### config.mk
export PLATFORM = sky130hd
export DESIGN_NAME = rx_dest_filter
export DESIGN_NICKNAME = d
export VERILOG_FILES = /design/src/rtl/rxf_pkg.sv /design/src/rtl/rxf_regs.sv /design/src/rtl/rxf_capture.sv /design/src/rtl/rxf_decide.sv /design/src/rtl/rx_dest_filter.sv
export SDC_FILE = /design/constraint.sdc
export NUM_CORES = 1
export LEC_CHECK = 0
export ABC_AREA = 1
export BUFFER_PORTS_ARGS = -buffer_cell sky130_fd_sc_hd__buf_2
export CAP_MARGIN = 30
export CORE_UTILIZATION = 40
export DETAILED_ROUTE_END_ITERATION = 8
export PLACE_DENSITY_LB_ADDON = 0.08
export SYNTH_ARGS = -nofsm -noshare
export SYNTH_HDL_FRONTEND = slang
export SYNTH_SLANG_ARGS = --single-unit
### constraint.sdc
create_clock -name clk -period 3 [get_ports clk]
set_input_delay 0.3 -clock clk [delete_from_list [all_inputs] [get_ports clk]]
set_output_delay 0.3 -clock clk [all_outputs]
set_load 0.03 [all_outputs]
### src/rtl/rxf_pkg.sv
package rxf_pkg;
  localparam int unsigned HALF_W          = 16;
  localparam int unsigned CFG_EN_BIT      = 0;
  localparam int unsigned CFG_PROMISC_BIT = 6;
  localparam int unsigned CFG_HASH_BIT    = 11;
  localparam logic [31:0] CRC_SEED        = 32'hFFFF_FFFF;
  localparam logic [31:0] CRC_POLY_REFL   = 32'hEDB8_8320;

  typedef enum logic [2:0] {
    HIT_NONE,
    HIT_PROMISC,
    HIT_STATION,
    HIT_BCAST,
    HIT_HASH
  } hit_e;

  // One byte of reflected CRC-32, least significant bit first.
  function automatic logic [31:0] crc_step_byte(input logic [31:0] crc_in,
                                                input logic [7:0]  b);
    logic [31:0] c;
    c = crc_in ^ {24'd0, b};
    for (int i = 0; i < 8; i++) begin
      c = c[0] ? ((c >> 1) ^ CRC_POLY_REFL) : (c >> 1);
    end
    return c;
  endfunction
endpackage

### src/rtl/rxf_regs.sv
module rxf_regs
  import rxf_pkg::*;
#(
  parameter int DATA_W    = 32,
  parameter int STA_REGS  = 3,
  parameter int HASH_REGS = 4,
  parameter int REG_AW    = 3
) (
  input  logic                        clk,
  input  logic                        rst_n,
  input  logic                        reg_wr,
  input  logic [REG_AW-1:0]           reg_addr,
  input  logic [DATA_W-1:0]           reg_wdata,
  output logic [DATA_W-1:0]           reg_rdata,
  output logic                        cfg_en,
  output logic                        cfg_promisc,
  output logic                        cfg_hash,
  output logic [STA_REGS*HALF_W-1:0]  station_flat,
  output logic [HASH_REGS*HALF_W-1:0] hash_flat,
  output logic                        enable_rise
);
  localparam int HASH_BASE = 1 + STA_REGS;

  logic [DATA_W-1:0] cfg_q;
  logic [HALF_W-1:0] sta_q  [STA_REGS];
  logic [HALF_W-1:0] hash_q [HASH_REGS];
  logic              cfg_sel;

  assign cfg_sel = reg_wr && (reg_addr == '0);

  always_ff @(posedge clk or negedge rst_n) begin
    if (!rst_n) begin
      cfg_q       <= '0;
      enable_rise <= 1'b0;
    end else begin
      enable_rise <= cfg_sel && reg_wdata[CFG_EN_BIT] && !cfg_q[CFG_EN_BIT];
      if (cfg_sel) cfg_q <= reg_wdata;
    end
  end

  // Station words: word 0 carries destination bytes 0 (high) and 1.
  for (genvar k = 0; k < STA_REGS; k++) begin : g_sta
    always_ff @(posedge clk or negedge rst_n) begin
      if (!rst_n)                                      sta_q[k] <= '0;
      else if (reg_wr && reg_addr == REG_AW'(k + 1))   sta_q[k] <= reg_wdata[HALF_W-1:0];
    end
    assign station_flat[(STA_REGS-1-k)*HALF_W +: HALF_W] = sta_q[k];
  end

  for (genvar k = 0; k < HASH_REGS; k++) begin : g_hash
    always_ff @(posedge clk or negedge rst_n) begin
      if (!rst_n)                                          hash_q[k] <= '0;
      else if (reg_wr && reg_addr == REG_AW'(HASH_BASE+k)) hash_q[k] <= reg_wdata[HALF_W-1:0];
    end
    assign hash_flat[k*HALF_W +: HALF_W] = hash_q[k];
  end

  always_comb begin
    reg_rdata = '0;
    if (reg_addr == '0) reg_rdata = cfg_q;
    for (int k = 0; k < STA_REGS; k++)
      if (reg_addr == REG_AW'(k + 1)) reg_rdata = DATA_W'(sta_q[k]);
    for (int k = 0; k < HASH_REGS; k++)
      if (reg_addr == REG_AW'(HASH_BASE + k)) reg_rdata = DATA_W'(hash_q[k]);
  end

  assign cfg_en      = cfg_q[CFG_EN_BIT];
  assign cfg_promisc = cfg_q[CFG_PROMISC_BIT];
  assign cfg_hash    = cfg_q[CFG_HASH_BIT];
endmodule

### src/rtl/rxf_capture.sv
module rxf_capture
  import rxf_pkg::*;
#(
  parameter int ADDR_BYTES = 6,
  parameter int HASH_W     = 6
) (
  input  logic                    clk,
  input  logic                    rst_n,
  input  logic                    rx_valid,
  input  logic                    rx_sof,
  input  logic [7:0]              rx_data,
  output logic                    frame_start,
  output logic                    last_byte,
  output logic [ADDR_BYTES*8-1:0] dst_next,
  output logic [HASH_W-1:0]       hash_idx_next
);
  localparam int CNT_W = $clog2(ADDR_BYTES + 1);

  logic [CNT_W-1:0] cnt_q;
  logic [CNT_W-1:0] pos;
  logic [7:0]       dst_q [ADDR_BYTES];
  logic [31:0]      crc_q, crc_next;
  logic             take_byte;

  // cnt_q == 0: no frame seen yet; == ADDR_BYTES: address complete.
  assign take_byte   = rx_valid && (rx_sof || (cnt_q != '0 && cnt_q < CNT_W'(ADDR_BYTES)));
  assign pos         = rx_sof ? '0 : cnt_q;
  assign frame_start = rx_valid && rx_sof;
  assign last_byte   = take_byte && (pos == CNT_W'(ADDR_BYTES - 1));
  assign crc_next    = crc_step_byte(rx_sof ? CRC_SEED : crc_q, rx_data);
  assign hash_idx_next = crc_next[31 -: HASH_W];

  // Look-ahead view: stored bytes with the byte now arriving merged in.
  for (genvar k = 0; k < ADDR_BYTES; k++) begin : g_dst
    assign dst_next[(ADDR_BYTES-1-k)*8 +: 8] =
      (take_byte && pos == CNT_W'(k)) ? rx_data : dst_q[k];
  end

  always_ff @(posedge clk or negedge rst_n) begin
    if (!rst_n) begin
      cnt_q <= '0;
      crc_q <= CRC_SEED;
      for (int k = 0; k < ADDR_BYTES; k++) dst_q[k] <= '0;
    end else if (take_byte) begin
      cnt_q      <= pos + CNT_W'(1);
      crc_q      <= crc_next;
      dst_q[pos] <= rx_data;
    end
  end
endmodule

### src/rtl/rxf_decide.sv
module rxf_decide
  import rxf_pkg::*;
#(
  parameter int ADDR_BYTES = 6,
  parameter int HASH_W     = 6
) (
  input  logic                                  clk,
  input  logic                                  rst_n,
  input  logic                                  frame_start,
  input  logic                                  last_byte,
  input  logic [ADDR_BYTES*8-1:0]               dst_next,
  input  logic [HASH_W-1:0]                     hash_idx,
  input  logic                                  cfg_en,
  input  logic                                  cfg_promisc,
  input  logic                                  cfg_hash,
  input  logic [ADDR_BYTES*8-1:0]               station,
  input  logic [(2**(HASH_W-4))*HALF_W-1:0]     hash_flat,
  output logic                                  dec_valid,
  output logic                                  dec_accept
);
  localparam int HASH_REGS = 2 ** (HASH_W - 4);
  localparam int ROW_W     = HASH_W - 4;

  logic [ROW_W-1:0]  row_sel;
  logic [HALF_W-1:0] hash_row;
  logic              is_station, is_bcast, hash_bit;
  hit_e              hit;

  assign is_station = (dst_next == station);
  assign is_bcast   = &dst_next;
  // Table registers are taken in descending address order.
  assign row_sel    = ROW_W'(HASH_REGS - 1) - hash_idx[HASH_W-1 -: ROW_W];
  assign hash_row   = hash_flat[int'(row_sel)*HALF_W +: HALF_W];
  assign hash_bit   = hash_row[hash_idx[3:0]];

  always_comb begin
    hit = HIT_NONE;
    if (cfg_en) begin
      if (cfg_promisc)               hit = HIT_PROMISC;
      else if (is_station)           hit = HIT_STATION;
      else if (is_bcast)             hit = HIT_BCAST;
      else if (cfg_hash && hash_bit) hit = HIT_HASH;
    end
  end

  always_ff @(posedge clk or negedge rst_n) begin
    if (!rst_n) begin
      dec_valid  <= 1'b0;
      dec_accept <= 1'b0;
    end else if (last_byte) begin
      dec_valid  <= 1'b1;
      dec_accept <= (hit != HIT_NONE);
    end else if (frame_start) begin
      dec_valid  <= 1'b0;
      dec_accept <= 1'b0;
    end
  end
endmodule

### src/rtl/rx_dest_filter.sv
module rx_dest_filter
  import rxf_pkg::*;
#(
  parameter int DATA_W     = 32,
  parameter int ADDR_BYTES = 6,
  parameter int HASH_W     = 6,
  parameter int REG_AW     = 3
) (
  input  logic              clk,
  input  logic              rst_n,
  input  logic              reg_wr,
  input  logic [REG_AW-1:0] reg_addr,
  input  logic [DATA_W-1:0] reg_wdata,
  output logic [DATA_W-1:0] reg_rdata,
  input  logic              rx_valid,
  input  logic              rx_sof,
  input  logic [7:0]        rx_data,
  output logic              dec_valid,
  output logic              dec_accept,
  output logic              flush_req
);
  localparam int STA_REGS  = ADDR_BYTES / 2;
  localparam int HASH_REGS = 2 ** (HASH_W - 4);
  localparam int AW        = ADDR_BYTES * 8;

  logic                        cfg_en, cfg_promisc, cfg_hash;
  logic [STA_REGS*HALF_W-1:0]  station_flat;
  logic [HASH_REGS*HALF_W-1:0] hash_flat;
  logic                        frame_start, last_byte;
  logic [AW-1:0]               dst_next;
  logic [HASH_W-1:0]           hash_idx;

  rxf_regs #(
    .DATA_W(DATA_W), .STA_REGS(STA_REGS), .HASH_REGS(HASH_REGS), .REG_AW(REG_AW)
  ) u_regs (
    .clk(clk), .rst_n(rst_n), .reg_wr(reg_wr), .reg_addr(reg_addr),
    .reg_wdata(reg_wdata), .reg_rdata(reg_rdata),
    .cfg_en(cfg_en), .cfg_promisc(cfg_promisc), .cfg_hash(cfg_hash),
    .station_flat(station_flat), .hash_flat(hash_flat), .enable_rise(flush_req)
  );

  rxf_capture #(.ADDR_BYTES(ADDR_BYTES), .HASH_W(HASH_W)) u_capture (
    .clk(clk), .rst_n(rst_n), .rx_valid(rx_valid), .rx_sof(rx_sof),
    .rx_data(rx_data), .frame_start(frame_start), .last_byte(last_byte),
    .dst_next(dst_next), .hash_idx_next(hash_idx)
  );

  rxf_decide #(.ADDR_BYTES(ADDR_BYTES), .HASH_W(HASH_W)) u_decide (
    .clk(clk), .rst_n(rst_n), .frame_start(frame_start), .last_byte(last_byte),
    .dst_next(dst_next), .hash_idx(hash_idx), .cfg_en(cfg_en),
    .cfg_promisc(cfg_promisc), .cfg_hash(cfg_hash), .station(station_flat),
    .hash_flat(hash_flat), .dec_valid(dec_valid), .dec_accept(dec_accept)
  );
endmodule

==> impl_metrics.tcl <==
set metrics [dict create \
    timing.final.ws_setup_ps 256 \
    worst-r2r-cell-count 15 \
    synth_flop_cell "dfrtp_1" \
    fin_worst_hold_slack_ps 168 \
    yosysWarnings 0 \
    timing.critical_path.cells "inv_2 > o21ai_1 > a21boi_4 > nand2_2 > o21ai_1 > xor2_1 > nor2_1 > nand3_1 > nor2_1 > nand2_1 > nor2_1 > nor2_1 > nand2_1 > nand2_1 > nand2_1" \
    vias_per_inst 5.17 \
    clk_path_buf_depth 3 \
    cts_tree "built" \
    die_y_um 175 \
    final.setup_skew_ps 13.3 \
    worstReg2RegEnd "u_decide.dec_accept$_DFFE_PN0P_" \
    syn_area_um2 12000 \
    critical_path.startpoint_type "flop" \
    hp-start "reg_wdata[11]" \
    dr.first_iter.drc_count 805 \
    post-place-ws_ps -16.3 \
    netlist.area_leader.share 0.413 \
    place.gp.congestion 0.893 \
    crit_path_top_delay_cell "dfrtp_1" \
    worstPathArrival_ps 3180 \
    cp_data_required_time_ps 3430 \
    detail_route_antenna_nets 0 \
    dpl_wire_length_mm 28.7 \
    layoutNonFillerInstCount 2053 \
    final.setup.tns_ps 0 \
    global_route_wire_length_before_repair_mm 61.0 \
    yosys-top-cells-area "dfrtp_1 41%, nand2_1 14%, o21ai_0 10%" \
    initial_core_util 0.406 \
    crit_buf_inv 1 \
    netlist.top_cell.by_area "dfrtp_1" \
    max_cap_viol_count 0 \
    ys_seq_area_frac 0.483 \
    worstSkewPairLatency_ps 540 \
    worst_path_dominant_cell_family "simple AND/OR/NAND/NOR gates" \
    cts.sinks 230 \
    placed_cell_count 1989 \
    die_width_um 175 \
    die_area_um2 30700 \
    via_count_of_the_first_global_routing_pass 10300 \
    critPathMaxStageDelay_ps 430 \
    h-tree-depth 1 \
    ys_seq_elements 230 \
    cts.root.buffer_cell "clkbuf_16" \
    power_leakage_nw 6.71 \
    finalWorstPathRequiredPeriod_ps 2740 \
    critical_path.max_fanout 19 \
    path_clk_slew_ps 70 \
    setup-violations-final 0 \
    run_status "completed" \
    yosysUniqueCellTypes 44 \
    floorplan.core_area_um2 29600 \
    number_of_enable_flip_flop_cells_after_synthesis 0 \
    leading_cell_types_by_count_after_synthesis "452 x nand2_1, 244 x o21ai_0, 198 x dfrtp_1, 125 x inv_1, 118 x nor2_1" \
    count_of_input_and_output_buffers 82 \
    routed_wl_mm 39.1 \
    grt_setup_unrepaired "no" \
    globalRoute.totalOverflow 0 \
    drive_above_1_share 0.153 \
    final-max-slew-violation-count 0 \
    worstSetupStartpoint "u_capture.cnt_q[1]$_DFFE_PN0P_" \
    post_synth_inst_count 1527 \
    fmaxAchievable_ghz 0.364 \
    drt_drc_violations_left 0 \
    post-route-period-util 0.915 \
    power_density_nw_per_um2 881 \
    maximum_number_of_pins_on_one_net_before_global_route_repair 92 \
    min_to "u_regs.hash_flat[11]$_DFFE_PN0P_" \
    criticalPathCategory "reg -> reg" \
    hold_path_class "in -> reg" \
    io_pins 83 \
    tightestPinTransition_ps 832 \
    post_synth.cell_area_avg_um2 7.86 \
    firstDrtPassIters 5 \
    timing.max_slew.rel_slack 0.444 \
    antenna_diodes 0 \
    mappedNetlistNets 1576 \
    worst_setup_path_end_kind "flop" \
    routed_via_count 10600 \
    gr-usage-all-layers 0.261 \
    cts_post_setup_buffers_inserted 0 \
    async_flop_share 1.00 \
    area.growth.synth_to_final_pct 17.1 \
    grt_antenna_before_repair 0 \
    r2r_setup_slk_ps 260 \
    cts_made_buffers 27 \
    fin_nets 1695 \
    max-vdd-ir-drop_mv 0.420 \
    post-synth-top-count-cell "nand2_1" \
    min_delay_path_depth 3 \
    floorplan.rows 63 \
    fin_total_pwr_mw 12.4 \
    report.final.hold_viol_count 0 \
    wl_per_cell_um 19.0 \
    r2r_start "u_capture.cnt_q[1]$_DFFE_PN0P_" \
]
## where the power goes
group | internal, mW | total [mW] | switching, mW
sequential | 4.12 | 4.68 | 0.567
combinational | 1.65 | 4.60 | 2.95
clock | 1.76 | 3.11 | 1.35
## cell usage in the layout, fill, tap and decap left out, types with 8 or more instances in the layout
master | synthesis | layout
nand4_1 | 26 | 26
o2111ai_1 | 8 | 8
buf_4 | 5 | 47
xnor2_1 | 27 | 27
o21ai_1 | 13 | 18
or2_2 | 10 | 10
nand3_1 | 54 | 54
dfrtp_1 | 198 | 198
inv_1 | 125 | 125
dfstp_2 | 32 | 32
dlygate4sd3_1 | 0 | 18
a21oi_1 | 11 | 11
nand2_1 | 452 | 452
a221oi_1 | 14 | 14
nand2_2 | 18 | 18
nor2_1 | 118 | 118
o21ai_0 | 244 | 235
xor2_1 | 57 | 57
buf_2 | 5 | 81
clkbuf_16 | 0 | 27
## metal layers
layer / part of all wire / global-route usage / up-vias
met3: 0.052 / 0.0266 / 70
met1: 0.46 / 0.376 / 5010
li1: - / - / 5200
met5: 0 / 0 / -
met2: 0.45 / 0.409 / 326
met4: 0.035 / 0.0895 / 0
## worst register-to-register path: stages, from the launching register on
cell and delay (ps):
dfrtp_1 430, inv_2 100, o21ai_1 120, a21boi_4 260, nand2_2 280, o21ai_1 410, xor2_1 270, nor2_1 70
nand3_1 90, nor2_1 50, nand2_1 60, nor2_1 40, nor2_1 250, nand2_1 100, nand2_1 60, nand2_1 50
## state kept, by name (all words and copies together) (netlist names)
register	count
u_regs.station_flat	48
u_capture.dst_q	48
u_decide.dec_accept	1
u_regs.enable_rise	1
u_capture.cnt_q	3
u_regs.cfg_q	32
u_capture.crc_q	32
u_regs.hash_flat	64
u_decide.dec_valid	1
## worst max path at each step
stage	end	slack, ps	cells past startpoint
floorplan	u_decide.dec_accept$_DFFE_PN0P_	880	20
global placement	u_decide.dec_accept$_DFFE_PN0P_	-6	17
detailed placement	u_decide.dec_accept$_DFFE_PN0P_	-20	17
CTS	u_decide.dec_accept$_DFFE_PN0P_	110	16
global route	u_decide.dec_accept$_DFFE_PN0P_	5	15
finish	u_decide.dec_accept$_DFFE_PN0P_	260	15
## repair_timing
action,4_1_cts,5_1_grt
hold endpoints to repair,105,0
hold buffers,18,0
setup endpoints to repair,0,1
resized for setup,0,13
## per-stage QoR
stage	utilization	instance area [µm²]
floorplan	-	12000
global placement	0.442	13100
detailed placement	0.442	13100
CTS	0.475	14000
global route	0.476	14100
finish	0.476	14100
## layout make-up
class	instances	area, µm²
flip-flops and latches	230	5800
fillers	3016	15500
well taps	390	488
multi-input cells	1103	5440
clock inverters	11	90.1
inverters	133	499
repair buffers	151	1030
clock buffers	35	716
## cells by family after synthesis
logic type	after synthesis	share of synthesized area
and+or+nand+nor	701	0.242
buffers and inverters	194	0.0652
adders and majority gates	1	0.00104
muxes	1	0.000834
DFF	230	0.483
AOI/OAI and AO/OA	315	0.144
xor gates and xnor gates	85	0.0636
No activity file was read; power rests on OpenSTA's default activity.
